$ cat src/rtl/mcs_pkg.sv
`timescale 1ns/1ps
package mcs_pkg;
  localparam int OP_W    = 4;
  localparam int FN_W    = 3;
  localparam int STEPS   = 5;
  localparam int ALU_W   = 3;
  localparam int SEL_W   = 2;

  // step indices into the one-hot vector
  localparam int S_FETCH = 0;
  localparam int S_DEC   = 1;
  localparam int S_EXE   = 2;
  localparam int S_MEM   = 3;
  localparam int S_WB    = 4;

  localparam logic [OP_W-1:0] OPC_RTYPE = 4'b0000;
  localparam logic [OP_W-1:0] OPC_LOAD  = 4'b0100;
  localparam logic [OP_W-1:0] OPC_STORE = 4'b0101;

  localparam logic [FN_W-1:0] FN_ADD = 3'b011;
  localparam logic [FN_W-1:0] FN_SUB = 3'b000;
  localparam logic [FN_W-1:0] FN_AND = 3'b101;
  localparam logic [FN_W-1:0] FN_OR  = 3'b100;

  localparam logic [ALU_W-1:0] ALU_ADD = 3'b010;
  localparam logic [ALU_W-1:0] ALU_SUB = 3'b110;
  localparam logic [ALU_W-1:0] ALU_AND = 3'b000;
  localparam logic [ALU_W-1:0] ALU_OR  = 3'b001;

  typedef enum logic [1:0] {
    EXT_S7  = 2'b00,
    EXT_Z7  = 2'b01,
    EXT_S16 = 2'b10,
    EXT_Z20 = 2'b11
  } ext_mode_e;

  localparam logic [SEL_W-1:0] Y_FROM_RZ  = 2'b00;
  localparam logic [SEL_W-1:0] Y_FROM_MEM = 2'b01;
  localparam logic [SEL_W-1:0] C_RT_FIELD = 2'b00;
  localparam logic [SEL_W-1:0] C_RD_FIELD = 2'b01;

  typedef struct packed {
    logic              ma_sel;
    logic              mem_rd;
    logic              mem_wr;
    logic              inc_sel;
    logic              pc_sel;
    logic              pc_en;
    logic              ir_en;
    logic              b_sel;
    logic [SEL_W-1:0]  y_sel;
    logic [SEL_W-1:0]  c_sel;
    logic              rf_we;
    logic [ALU_W-1:0]  alu_ctl;
    ext_mode_e         ext_mode;
    logic              wmfc;
  } ctrl_t;
endpackage

$ cat src/rtl/mcs_step_ctr.sv
`timescale 1ns/1ps
module mcs_step_ctr #(
  parameter int N = mcs_pkg::STEPS
) (
  input  logic         clk_i,
  input  logic         rst_ni,
  input  logic         adv_i,
  output logic [N-1:0] step_o
);
  logic [N-1:0] step_q;
  logic [N-1:0] step_rot;

  // rotate left: last step wraps to the first
  genvar gi;
  generate
    for (gi = 0; gi < N; gi++) begin : g_rot
      if (gi == 0) begin : g_wrap
        assign step_rot[gi] = step_q[N-1];
      end else begin : g_shift
        assign step_rot[gi] = step_q[gi-1];
      end
    end
  endgenerate

  always_ff @(posedge clk_i or negedge rst_ni) begin
    if (!rst_ni)    step_q <= N'(1);
    else if (adv_i) step_q <= step_rot;
  end

  assign step_o = step_q;
endmodule

$ cat src/rtl/mcs_alu_ctl.sv
`timescale 1ns/1ps
module mcs_alu_ctl
  import mcs_pkg::*;
(
  input  logic             rtype_i,
  input  logic [FN_W-1:0]  func_i,
  output logic [ALU_W-1:0] alu_o
);
  always_comb begin
    alu_o = ALU_ADD;  // memory ops and unknown function codes add
    if (rtype_i) begin
      unique case (func_i)
        FN_SUB:  alu_o = ALU_SUB;
        FN_AND:  alu_o = ALU_AND;
        FN_OR:   alu_o = ALU_OR;
        default: alu_o = ALU_ADD;
      endcase
    end
  end
endmodule

$ cat src/rtl/mcs_decode.sv
`timescale 1ns/1ps
module mcs_decode
  import mcs_pkg::*;
(
  input  logic [STEPS-1:0] step_i,
  input  logic [OP_W-1:0]  opcode_i,
  input  logic [ALU_W-1:0] alu_i,
  input  logic             mfc_i,
  output ctrl_t            ctrl_o
);
  logic is_r, is_ld, is_st, is_mem;

  assign is_r   = (opcode_i == OPC_RTYPE);
  assign is_ld  = (opcode_i == OPC_LOAD);
  assign is_st  = (opcode_i == OPC_STORE);
  assign is_mem = is_ld | is_st;

  always_comb begin
    ctrl_o = '0;
    if (step_i[S_FETCH]) begin
      ctrl_o.ma_sel  = 1'b1;
      ctrl_o.mem_rd  = 1'b1;
      ctrl_o.inc_sel = 1'b0;
      ctrl_o.pc_sel  = 1'b1;
      ctrl_o.pc_en   = mfc_i;  // advance PC once, on completion
      ctrl_o.ir_en   = mfc_i;
      ctrl_o.wmfc    = 1'b1;
    end
    if (step_i[S_EXE]) begin
      if (is_r) begin
        ctrl_o.b_sel   = 1'b0;
        ctrl_o.alu_ctl = alu_i;
      end else if (is_mem) begin
        ctrl_o.b_sel    = 1'b1;
        ctrl_o.ext_mode = EXT_S7;
        ctrl_o.alu_ctl  = alu_i;
      end
    end
    if (step_i[S_MEM]) begin
      if (is_r) begin
        ctrl_o.y_sel = Y_FROM_RZ;
      end else if (is_ld) begin
        ctrl_o.ma_sel = 1'b0;
        ctrl_o.mem_rd = 1'b1;
        ctrl_o.y_sel  = Y_FROM_MEM;
        ctrl_o.wmfc   = 1'b1;
      end else if (is_st) begin
        ctrl_o.ma_sel = 1'b0;
        ctrl_o.mem_wr = 1'b1;
        ctrl_o.wmfc   = 1'b1;
      end
    end
    if (step_i[S_WB]) begin
      if (is_r) begin
        ctrl_o.rf_we = 1'b1;
        ctrl_o.c_sel = C_RD_FIELD;
      end else if (is_ld) begin
        ctrl_o.rf_we = 1'b1;
        ctrl_o.c_sel = C_RT_FIELD;
      end
    end
  end
endmodule

$ cat src/rtl/mcs_ctrl_top.sv
`timescale 1ns/1ps
module mcs_ctrl_top
  import mcs_pkg::*;
(
  input  logic             clk_i,
  input  logic             rst_ni,
  input  logic [OP_W-1:0]  opcode_i,
  input  logic [FN_W-1:0]  func_i,
  input  logic             mfc_i,
  output logic [STEPS-1:0] step_o,
  output logic             wmfc_o,
  output logic             ma_sel_o,
  output logic             mem_rd_o,
  output logic             mem_wr_o,
  output logic             inc_sel_o,
  output logic             pc_sel_o,
  output logic             pc_en_o,
  output logic             ir_en_o,
  output logic             b_sel_o,
  output logic [SEL_W-1:0] y_sel_o,
  output logic [SEL_W-1:0] c_sel_o,
  output logic             rf_we_o,
  output logic [ALU_W-1:0] alu_ctl_o,
  output logic [1:0]       ext_mode_o
);
  logic [STEPS-1:0] step;
  logic [ALU_W-1:0] alu_code;
  logic             adv;
  ctrl_t            ctrl;

  mcs_step_ctr #(.N(STEPS)) u_step (
    .clk_i  (clk_i),
    .rst_ni (rst_ni),
    .adv_i  (adv),
    .step_o (step)
  );

  mcs_alu_ctl u_alu (
    .rtype_i (opcode_i == OPC_RTYPE),
    .func_i  (func_i),
    .alu_o   (alu_code)
  );

  mcs_decode u_dec (
    .step_i   (step),
    .opcode_i (opcode_i),
    .alu_i    (alu_code),
    .mfc_i    (mfc_i),
    .ctrl_o   (ctrl)
  );

  // hold the step while a memory access is outstanding
  assign adv = ~ctrl.wmfc | mfc_i;

  assign step_o     = step;
  assign wmfc_o     = ctrl.wmfc;
  assign ma_sel_o   = ctrl.ma_sel;
  assign mem_rd_o   = ctrl.mem_rd;
  assign mem_wr_o   = ctrl.mem_wr;
  assign inc_sel_o  = ctrl.inc_sel;
  assign pc_sel_o   = ctrl.pc_sel;
  assign pc_en_o    = ctrl.pc_en;
  assign ir_en_o    = ctrl.ir_en;
  assign b_sel_o    = ctrl.b_sel;
  assign y_sel_o    = ctrl.y_sel;
  assign c_sel_o    = ctrl.c_sel;
  assign rf_we_o    = ctrl.rf_we;
  assign alu_ctl_o  = ctrl.alu_ctl;
  assign ext_mode_o = ctrl.ext_mode;
endmodule

$ cat config.mk
export PLATFORM = sky130hd
export DESIGN_NAME = mcs_ctrl_top
export DESIGN_NICKNAME = d
export VERILOG_FILES = /design/src/rtl/mcs_pkg.sv /design/src/rtl/mcs_step_ctr.sv /design/src/rtl/mcs_alu_ctl.sv /design/src/rtl/mcs_decode.sv /design/src/rtl/mcs_ctrl_top.sv
export SDC_FILE = /design/constraint.sdc
export NUM_CORES = 1
export LEC_CHECK = 0
export BUFFER_PORTS_ARGS = -buffer_cell sky130_fd_sc_hd__buf_2
export CAP_MARGIN = 0
export CORE_AREA = 4 4 41 43
export CTS_CLUSTER_DIAMETER = 40
export CTS_CLUSTER_SIZE = 8
export DETAILED_ROUTE_END_ITERATION = 16
export DIE_AREA = 0 0 45 47
export GPL_TIMING_DRIVEN = 0
export PLACE_DENSITY = 0.74
export REMOVE_ABC_BUFFERS = 1
export SYNTH_ARGS = -nofsm -noshare
export SYNTH_HDL_FRONTEND = slang
export SYNTH_SLANG_ARGS = --single-unit
$ cat constraint.sdc
create_clock -name clk_i -period 1.3 [get_ports clk_i]
set_input_delay 0.39 -clock clk_i [delete_from_list [all_inputs] [get_ports clk_i]]
set_output_delay 0.39 -clock clk_i [all_outputs]
set_load 0.1 [all_outputs]
---- After elaboration in Yosys (flattened, before gate mapping) ----
Cells that the tools add are included.
operators by class
  eq/ne operators ......................... 4
  multiplexer cells ....................... 29
  bitwise operators ....................... 3
  reduce and logical (&&, ||, !) cells .... 2
operators with widths
  operator                                                                count
  3-bit 2-to-1 mux                                                        7
  1-bit 2-to-1 mux                                                        15
  5-bit 2-to-1 mux                                                        2
  3-bit one-hot mux with 3 select lines                                   1
  4-bit by 3-bit equality test with 1-bit output (second input constant)  2
  2-bit 2-to-1 mux                                                        4
  3-bit equality test (second input constant)                             2
  4-bit zero test                                                         1
  3-bit zero test                                                         1
  1-bit bitwise OR                                                        2
  1-bit inverter                                                          1
word-level totals
  register bits ........................... 5
  output and inout port bits .............. 24
  logic and storage cells ................. 39

---- Longest topological paths before layout ----
Gate-level depths: netlist of the first run.
  depth in word-level cells ............... 7
  gate-level depth with buffers ........... 3

---- Hierarchy ----
Synthesis of the first run repeated with hierarchy kept, for this count alone.
unflattened totals
  cells, all modules ...................... 39
  area total of the unflattened synthesis .. 422.9 µm²
by module, submodules not included
  module        times used  cells an instance  area an instance (µm²)
  mcs_decode    1           24                 186.4
  mcs_step_ctr  1           10                 182.7
  mcs_alu_ctl   1           3                  35.0
  mcs_ctrl_top  1           2                  18.8

---- Worst setup path before layout of the first run ----
OpenSTA, ideal clock, no wires.
  path kind ............................... register to output
  start ................................... register u_step.step_q[4], in the netlist u_step.step_o[4]
  end ..................................... output c_sel_o[0]
  data arrival time ....................... 5130 ps
  required time ........................... 910 ps
  path slack .............................. -4220 ps
  cell stages (with the launch flop) ...... 3
  cells stage by stage .................... dfrtp_1 -> nor4b_1 -> and2b_1
between the ends
  word-level cells in the longest chain between the ends .. 1
ends and longest elaborated chain
  element                 line                RTL
  from (decl)             mcs_step_ctr.sv:10  logic [N-1:0] step_q;
  from (signal assigned)  mcs_step_ctr.sv:27  else if (adv_i) step_q <= step_rot;
  3-bit 2-to-1 mux        mcs_decode.sv:53    if (step_i[S_WB]) begin
  to (decl)               mcs_ctrl_top.sv:21  output logic [SEL_W-1:0] c_sel_o,
Every way passes these cells.

---- Worst setup path in the final report of the first run ----
  start ................................... input func_i[0]
  end ..................................... output alu_ctl_o[0]
between the ends
  word-level cells in the longest chain between the ends .. 6
ends and longest elaborated chain
  element                                                        line                RTL
  from (decl)                                                    mcs_ctrl_top.sv:8   input logic [FN_W-1:0] func_i,
  3-bit equality test / 3-bit zero test (equally long branches)  mcs_alu_ctl.sv:12   unique case (func_i)
  3-bit one-hot mux with 3 select lines *                        mcs_alu_ctl.sv:12
  3-bit 2-to-1 mux *                                             mcs_alu_ctl.sv:11   if (rtype_i) begin
  5-bit 2-to-1 mux                                               mcs_decode.sv:33    end else if (is_mem) begin
  3-bit 2-to-1 mux *                                             mcs_decode.sv:30    if (is_r) begin
  5-bit 2-to-1 mux *                                             mcs_decode.sv:29    if (step_i[S_EXE]) begin
  to (decl)                                                      mcs_ctrl_top.sv:23  output logic [ALU_W-1:0] alu_ctl_o,
Every way passes the cells marked *; elsewhere a longest branch is shown, timed or not.

==> results of run 1 <==
## routing by layer
| layer | track usage | routed length, µm | vias up |
|---|---|---|---|
| met4 | 0.146 | 52 | 0 |
| met3 | 0.0498 | 105 | 6 |
| met2 | 0.345 | 1200 | 27 |
| met5 | 0 | 0 | - |
| li1 | - | - | 216 |
| met1 | 0.165 | 708 | 230 |
## power by group
group,internal [mW],switching [mW],leakage (nW)
clock,0.118,0.0898,0.0150
sequential,0.230,0.0984,0.0615
combinational,0.889,1.50,0.424
## worst max-delay path, delay by kind of cell
family | cells | cell delay (ns)
buffers and inverters | 2 | 0.28
and+or+nand+nor | 3 | 0.62
## Yosys cell counts
master     number  area (µm²)
dfstp_2         1        26.3
mux2_4          3        45.0
dfrtp_1         4         100
nor4b_1         1        8.76
nand4bb_4       1        27.5
inv_1           3        11.3
o22a_1          1        8.76
nand3_1         1        5.00
o211a_1         1        10.0
a21oi_1         1        5.00
o21ai_0         3        15.0
a21o_1          1        7.51
and3_1          2        12.5
and2b_1         1        7.51
buf_4           7        52.6
and2_1          2        12.5
conb_1          1        3.75
nand2_1         1        3.75
nor2_1          6        22.5
nor4_1          1        6.26
## cell type report
type                       count  area (µm²)  area share
clock buffer                   4        26.3      0.0240
inverter                       3        13.8      0.0126
multi-input combinational     31         332       0.303
sequential                     5         129       0.118
tap                           15        18.8      0.0172
timing repair buffer          41         574       0.525
## final timing paths
path                            slack, ns             start  cells past startpoint                to
worst max register to register      -0.15  u_step.step_o[0]                      4  u_step.step_o[4]
max in group asynchronous            0.60            rst_ni                      2  u_step.step_o[0]
worst min-delay path                 0.39             mfc_i                      2  u_step.step_o[0]
worst max-delay path                -0.38         func_i[0]                      5      alu_ctl_o[0]
min in group asynchronous            0.48            rst_ni                      2  u_step.step_o[1]
worst min register to register       0.61  u_step.step_o[1]                      1  u_step.step_o[1]
## stage by stage
stage                     instance area (µm²)  total power [mW]  setup WS [ns]
after detailed placement                  513              1.78         -0.593
after global routing                     1090              3.01         -0.424
final                                    1090              2.93         -0.384
after CTS                                 913              2.51         -0.352
after floorplan                           354              1.58          -4.22
after global placement                    513              1.77         -0.541
## cell families (layout without fill, tap and decap cells)
| logic type | Yosys count | in the layout |
|---|---|---|
| flops | 5 | 5 |
| compound gates | 7 | 7 |
| simple gates | 16 | 16 |
| other cells | 1 | 5 |
| mux | 3 | 3 |
| buf+inv | 10 | 48 |
## repair_timing
| item | 4_1_cts | 5_1_grt |
|---|---|---|
| resized for setup | 87 | 34 |
| pin swaps | 9 | 7 |
| hold buffers | 1 | 0 |
| hold endpoints to repair | 4 | 0 |
| setup endpoints to repair | 19 | 21 |
| buffers inserted | 6 | 8 |
==> results.sh, run 1 <==
export IMPL_rsz0062_at_grt="yes"
export IMPL_drt_iter0_drc=2
export IMPL_route_vias_total=479
export IMPL_clockBufferDepth=2
export IMPL_setup_slack_ns=-0.384
export IMPL_peakVddDrop_mv=1.84
export IMPL_synth_compound_area_frac=0.118
export IMPL_startpoint_type="input pin"
export IMPL_synthCells=42
export IMPL_yosysWarnings=0
export IMPL_fin_cells=99
export IMPL_numCtsBuffers=3
export IMPL_whs_ns=0.389
export IMPL_worstPathMaxFanout=2
export IMPL_required_ns=0.91
export IMPL_die_width_um=45
export IMPL_slowest_delay_ns=0.29
export IMPL_syn2layout_area_growth_pct=179
export IMPL_setup_viol=21
export IMPL_ys_ff_latch=5
export IMPL_clock_root_buffer="clkbuf_4"
export IMPL_synthMuxAreaShare=0.115
export IMPL_drc_errors=0
export IMPL_first_pass_iters=4
export IMPL_drv_cap=0
export IMPL_io_buffers=28
export IMPL_yosysUniqueCellTypes=20
export IMPL_pin_count=34
export IMPL_overflow=0
export IMPL_grt_max_degree=7
export IMPL_worst_clock_skew_ns=0.00404
export IMPL_antenna_found_initial=0
export IMPL_path_class="input pin to output pin"
export IMPL_largest_reg_flops=5
export IMPL_finalWeightedCongestion=0.709
export IMPL_crit_slowest_cell="nor4_4"
export IMPL_fill_cells=58
export IMPL_worst_endpoint_arrival_ns=1.29
export IMPL_via_per_inst=4.84
export IMPL_synthSimpleGateAreaFrac=0.272
export IMPL_synth_top_family_by_area="simple AND/OR/NAND/NOR gates"
export IMPL_hold_class="input pin to flop"
export IMPL_dp_hpwl_um=823
export IMPL_grt_pass1_vias=481
export IMPL_violations="setup timing"
export IMPL_finalSetupTns_ns=-5.04
export IMPL_final_util=0.840
export IMPL_powerDensity_mw_per_mm2=2680
export IMPL_netlist_area_um2=392
export IMPL_synth_fa_ha_area_frac=0
export IMPL_finish_net_count=95
export IMPL_grt_first_pass_wirelength_mm=2.51
export IMPL_std_cell_rows=13
export IMPL_slew_viol_final=0
export IMPL_cts_htree_levels=1
export IMPL_crit_path_end_kind="output pin"
export IMPL_path_clk_slew_ns=0.05
export IMPL_synth_xor_area_share=0
export IMPL_cts_tree="yes"
export IMPL_p_leak_nw=0.500
export IMPL_die_y_um=47
export IMPL_dp_cells=82
export IMPL_drive_above_1_share=0.798
export IMPL_wl_mm=2.07
export IMPL_final_common_cell="buf_12"
export IMPL_clk_latency_ns=0.26
export IMPL_cts_sinks=5
export IMPL_antenna_cells=0
export IMPL_core_mm2=0.00130
export IMPL_synth_seq_area_share=0.323
export IMPL_ant_nets=0
export IMPL_mostFrequentLayoutCells="buf_12 (18), buf_6 (11), buf_4 (6), nor2_4 (5), conb_1 (5)"
export IMPL_syn_area_per_cell_um2=9.32
export IMPL_hold_viol_final=0
export IMPL_wl_per_cell_um=20.9
export IMPL_status="complete, but fails checks"
export IMPL_critical_path_cell_chain="buf_6 > nor4_4 > nand3_2 > nor2_4 > buf_12"
export IMPL_initial_core_util=0.301
export IMPL_fin_crit_ns=1.68
export IMPL_fin_crit_sh=1.30
export IMPL_clock_fmax_ghz=0.594
export IMPL_grt_usage=0.184
export IMPL_dieArea_mm2=0.00212
Note: power is estimated with default switching activity, not from simulation.
==> run 2, diff against run 1 <==
--- a/config.mk
+++ b/config.mk
@@ -7,13 +7,15 @@
 export LEC_CHECK = 0
 export BUFFER_PORTS_ARGS = -buffer_cell sky130_fd_sc_hd__buf_2
 export CAP_MARGIN = 0
-export CORE_AREA = 4 4 41 43
+export CELL_PAD_IN_SITES_DETAIL_PLACEMENT = 1
+export CELL_PAD_IN_SITES_GLOBAL_PLACEMENT = 2
+export CORE_MARGIN = 4
+export CORE_UTILIZATION = 16
 export CTS_CLUSTER_DIAMETER = 40
 export CTS_CLUSTER_SIZE = 8
 export DETAILED_ROUTE_END_ITERATION = 16
-export DIE_AREA = 0 0 45 47
 export GPL_TIMING_DRIVEN = 0
-export PLACE_DENSITY = 0.74
+export PLACE_DENSITY = 0.78
 export REMOVE_ABC_BUFFERS = 1
 export SYNTH_ARGS = -nofsm -noshare
 export SYNTH_HDL_FRONTEND = slang
==> results.sh, run 2 (synthesized netlist as in run 1, its figures left out) <==
export IMPL_status="complete, but fails checks"
export IMPL_violations="setup timing"
export IMPL_antenna_found_initial=0
export IMPL_hold_viol_final=0
export IMPL_wl_per_cell_um=14.9
export IMPL_fin_crit_sh=1.27
export IMPL_pwr_share_comb=0.817
export IMPL_worst_endpoint_arrival_ns=1.26
export IMPL_seqPwrFrac=0.114
export IMPL_drc_errors=0
export IMPL_switching_share=0.571
export IMPL_final_common_cell="buf_12"
export IMPL_syn2layout_area_growth_pct=174
export IMPL_dieArea_mm2=0.00330
export IMPL_p_switching_mw=1.65
export IMPL_drive_above_1_share=0.795
export IMPL_die_width_um=57.5
export IMPL_cts_tree="yes"
export IMPL_clock_fmax_ghz=0.605
export IMPL_rsz0062_at_grt="yes"
export IMPL_clock_root_buffer="clkbuf_4"
export IMPL_crit_buf_inv=2
export IMPL_grt_max_degree=7
export IMPL_reg2reg_to="u_step.step_o[3]"
export IMPL_powerDensity_mw_per_mm2=2700
export IMPL_setup_slack_ns=-0.354
export IMPL_ant_nets=0
export IMPL_placed_cell_area_um2=529
export IMPL_crit_slowest_cell="nor4_4"
export IMPL_finalWeightedCongestion=0.643
export IMPL_io_buffers=28
export IMPL_finish_net_count=94
export IMPL_fin_crit_ns=1.65
export IMPL_worstPathMaxFanout=2
export IMPL_rrSetupSlack_ns=-0.11
export IMPL_clk_latency_ns=0.26
export IMPL_slew_viol_final=0
export IMPL_power_mw=2.89
export IMPL_rr_startpoint="u_step.step_o[3]"
export IMPL_multiInputGateArea_um2=313
export IMPL_via_per_inst=4.14
export IMPL_crit_family="simple AND/OR/NAND/NOR gates"
export IMPL_mostFrequentLayoutCells="buf_12 (18), buf_6 (10), buf_4 (6), conb_1 (5), buf_2 (5)"
export IMPL_pin_count=34
export IMPL_peakVddDrop_mv=1.63
export IMPL_path_class="input pin to output pin"
export IMPL_path_clk_slew_ns=0.05
export IMPL_cts_htree_levels=1
export IMPL_min_to="u_step.step_o[0]"
export IMPL_fill_cells=244
export IMPL_clkPwrFrac=0.070
export IMPL_antenna_cells=0
export IMPL_startpoint_type="input pin"
export IMPL_rr_worst_depth=4
export IMPL_worst_clock_skew_ns=0.000386
export IMPL_grt_usage=0.108
export IMPL_first_pass_iters=2
export IMPL_grt_first_pass_wirelength_mm=2.62
export IMPL_std_cell_rows=17
export IMPL_setup_viol=21
export IMPL_drv_cap=0
export IMPL_cts_sinks=5
export IMPL_cp_common_cell="buf_6"
export IMPL_critical_path_cell_chain="buf_6 > nor4_4 > nand3_2 > nor2_1 > buf_6"
export IMPL_core_mm2=0.00228
export IMPL_ff_latch_area_um2=130
export IMPL_numCtsBuffers=3
export IMPL_largest_reg_flops=5
export IMPL_die_y_um=57.5
export IMPL_crit_path_end_kind="output pin"
export IMPL_fin_area_mm2=0.00107
export IMPL_drt_iter0_drc=7
export IMPL_clockBufferDepth=2
export IMPL_route_vias_total=460
export IMPL_initial_core_util=0.172
export IMPL_p_int_mw=1.24
export IMPL_holdPathStages=2
export IMPL_min_from="mfc_i"
export IMPL_overflow=0
export IMPL_p_leak_nw=0.491
export IMPL_grt_pass1_vias=536
export IMPL_wl_mm=1.66
export IMPL_slowest_delay_ns=0.27
export IMPL_required_ns=0.91
export IMPL_hold_class="input pin to flop"
-- run 2: what timing repair did --
action | CTS | global route
hold buffers | 1 | 0
setup buffers | 8 | 3
gates cloned | 0 | 0
endpoints found under the hold margin | 4 | 0
gates resized for setup | 94 | 18
endpoints found under the setup margin | 22 | 22
pin swaps | 9 | 6
-- run 2: through the flow --
step	setup TNS (ns)	hold WS [ns]	util	std cells	worst slack, ns
after floorplan	-27.54	0.0944	-	39	-4.22
after global placement	-5.90	0.207	0.233	95	-0.569
after detailed placement	-6.26	0.207	0.233	95	-0.596
after CTS	-4.67	0.382	0.427	108	-0.350
after global routing	-6.00	0.379	0.471	111	-0.416
final	-4.96	0.387	0.471	111	-0.354
-- run 2: worst reg2reg max path, stage by stage (launching register included) --
cell       delay [ns]
dfrtp_2          0.41
nand4bb_4        0.19
buf_6            0.18
a21o_4           0.22
mux2_4           0.29
-- run 2: how the worst max path moves through the flow --
| stage | from | endpoint | slack [ns] | cells past startpoint |
|---|---|---|---|---|
| after global placement | opcode_i[1] | mem_wr_o | -0.57 | 5 |
| after global routing | func_i[0] | alu_ctl_o[2] | -0.42 | 5 |
| after CTS | u_step.step_o[3] | mem_rd_o | -0.35 | 3 |
| after floorplan | u_step.step_o[4] | c_sel_o[0] | -4.22 | 2 |
| final | func_i[0] | alu_ctl_o[2] | -0.35 | 5 |
| after detailed placement | opcode_i[1] | mem_wr_o | -0.60 | 5 |
-- run 2: routing by layer --
metal / GRT usage / share of wire / vias to the layer above
met5: 0 / 0 / -
met4: 0.0695 / 0.033 / 0
met3: 0.0204 / 0.049 / 5
met2: 0.195 / 0.56 / 22
met1: 0.112 / 0.35 / 220
li1: - / - / 213
-- run 2: power groups by stage --
stage	clock network, mW	registers [mW]	logic [mW]
after detailed placement	0	0.304	1.50
after global routing	0.221	0.341	2.43
after CTS	0.198	0.323	2.21
after global placement	0	0.299	1.49
after floorplan	0	0.822	0.762
final	0.201	0.330	2.36
-- run 2: final cells by class --
type	instances	area share
Inverter	3	0.0128
Sequential cell	5	0.121
Timing Repair Buffer	40	0.516
Tap cell	28	0.0327
Clock buffer	3	0.0210
Clock inverter	1	0.00467
Multi-Input combinational cell	31	0.292
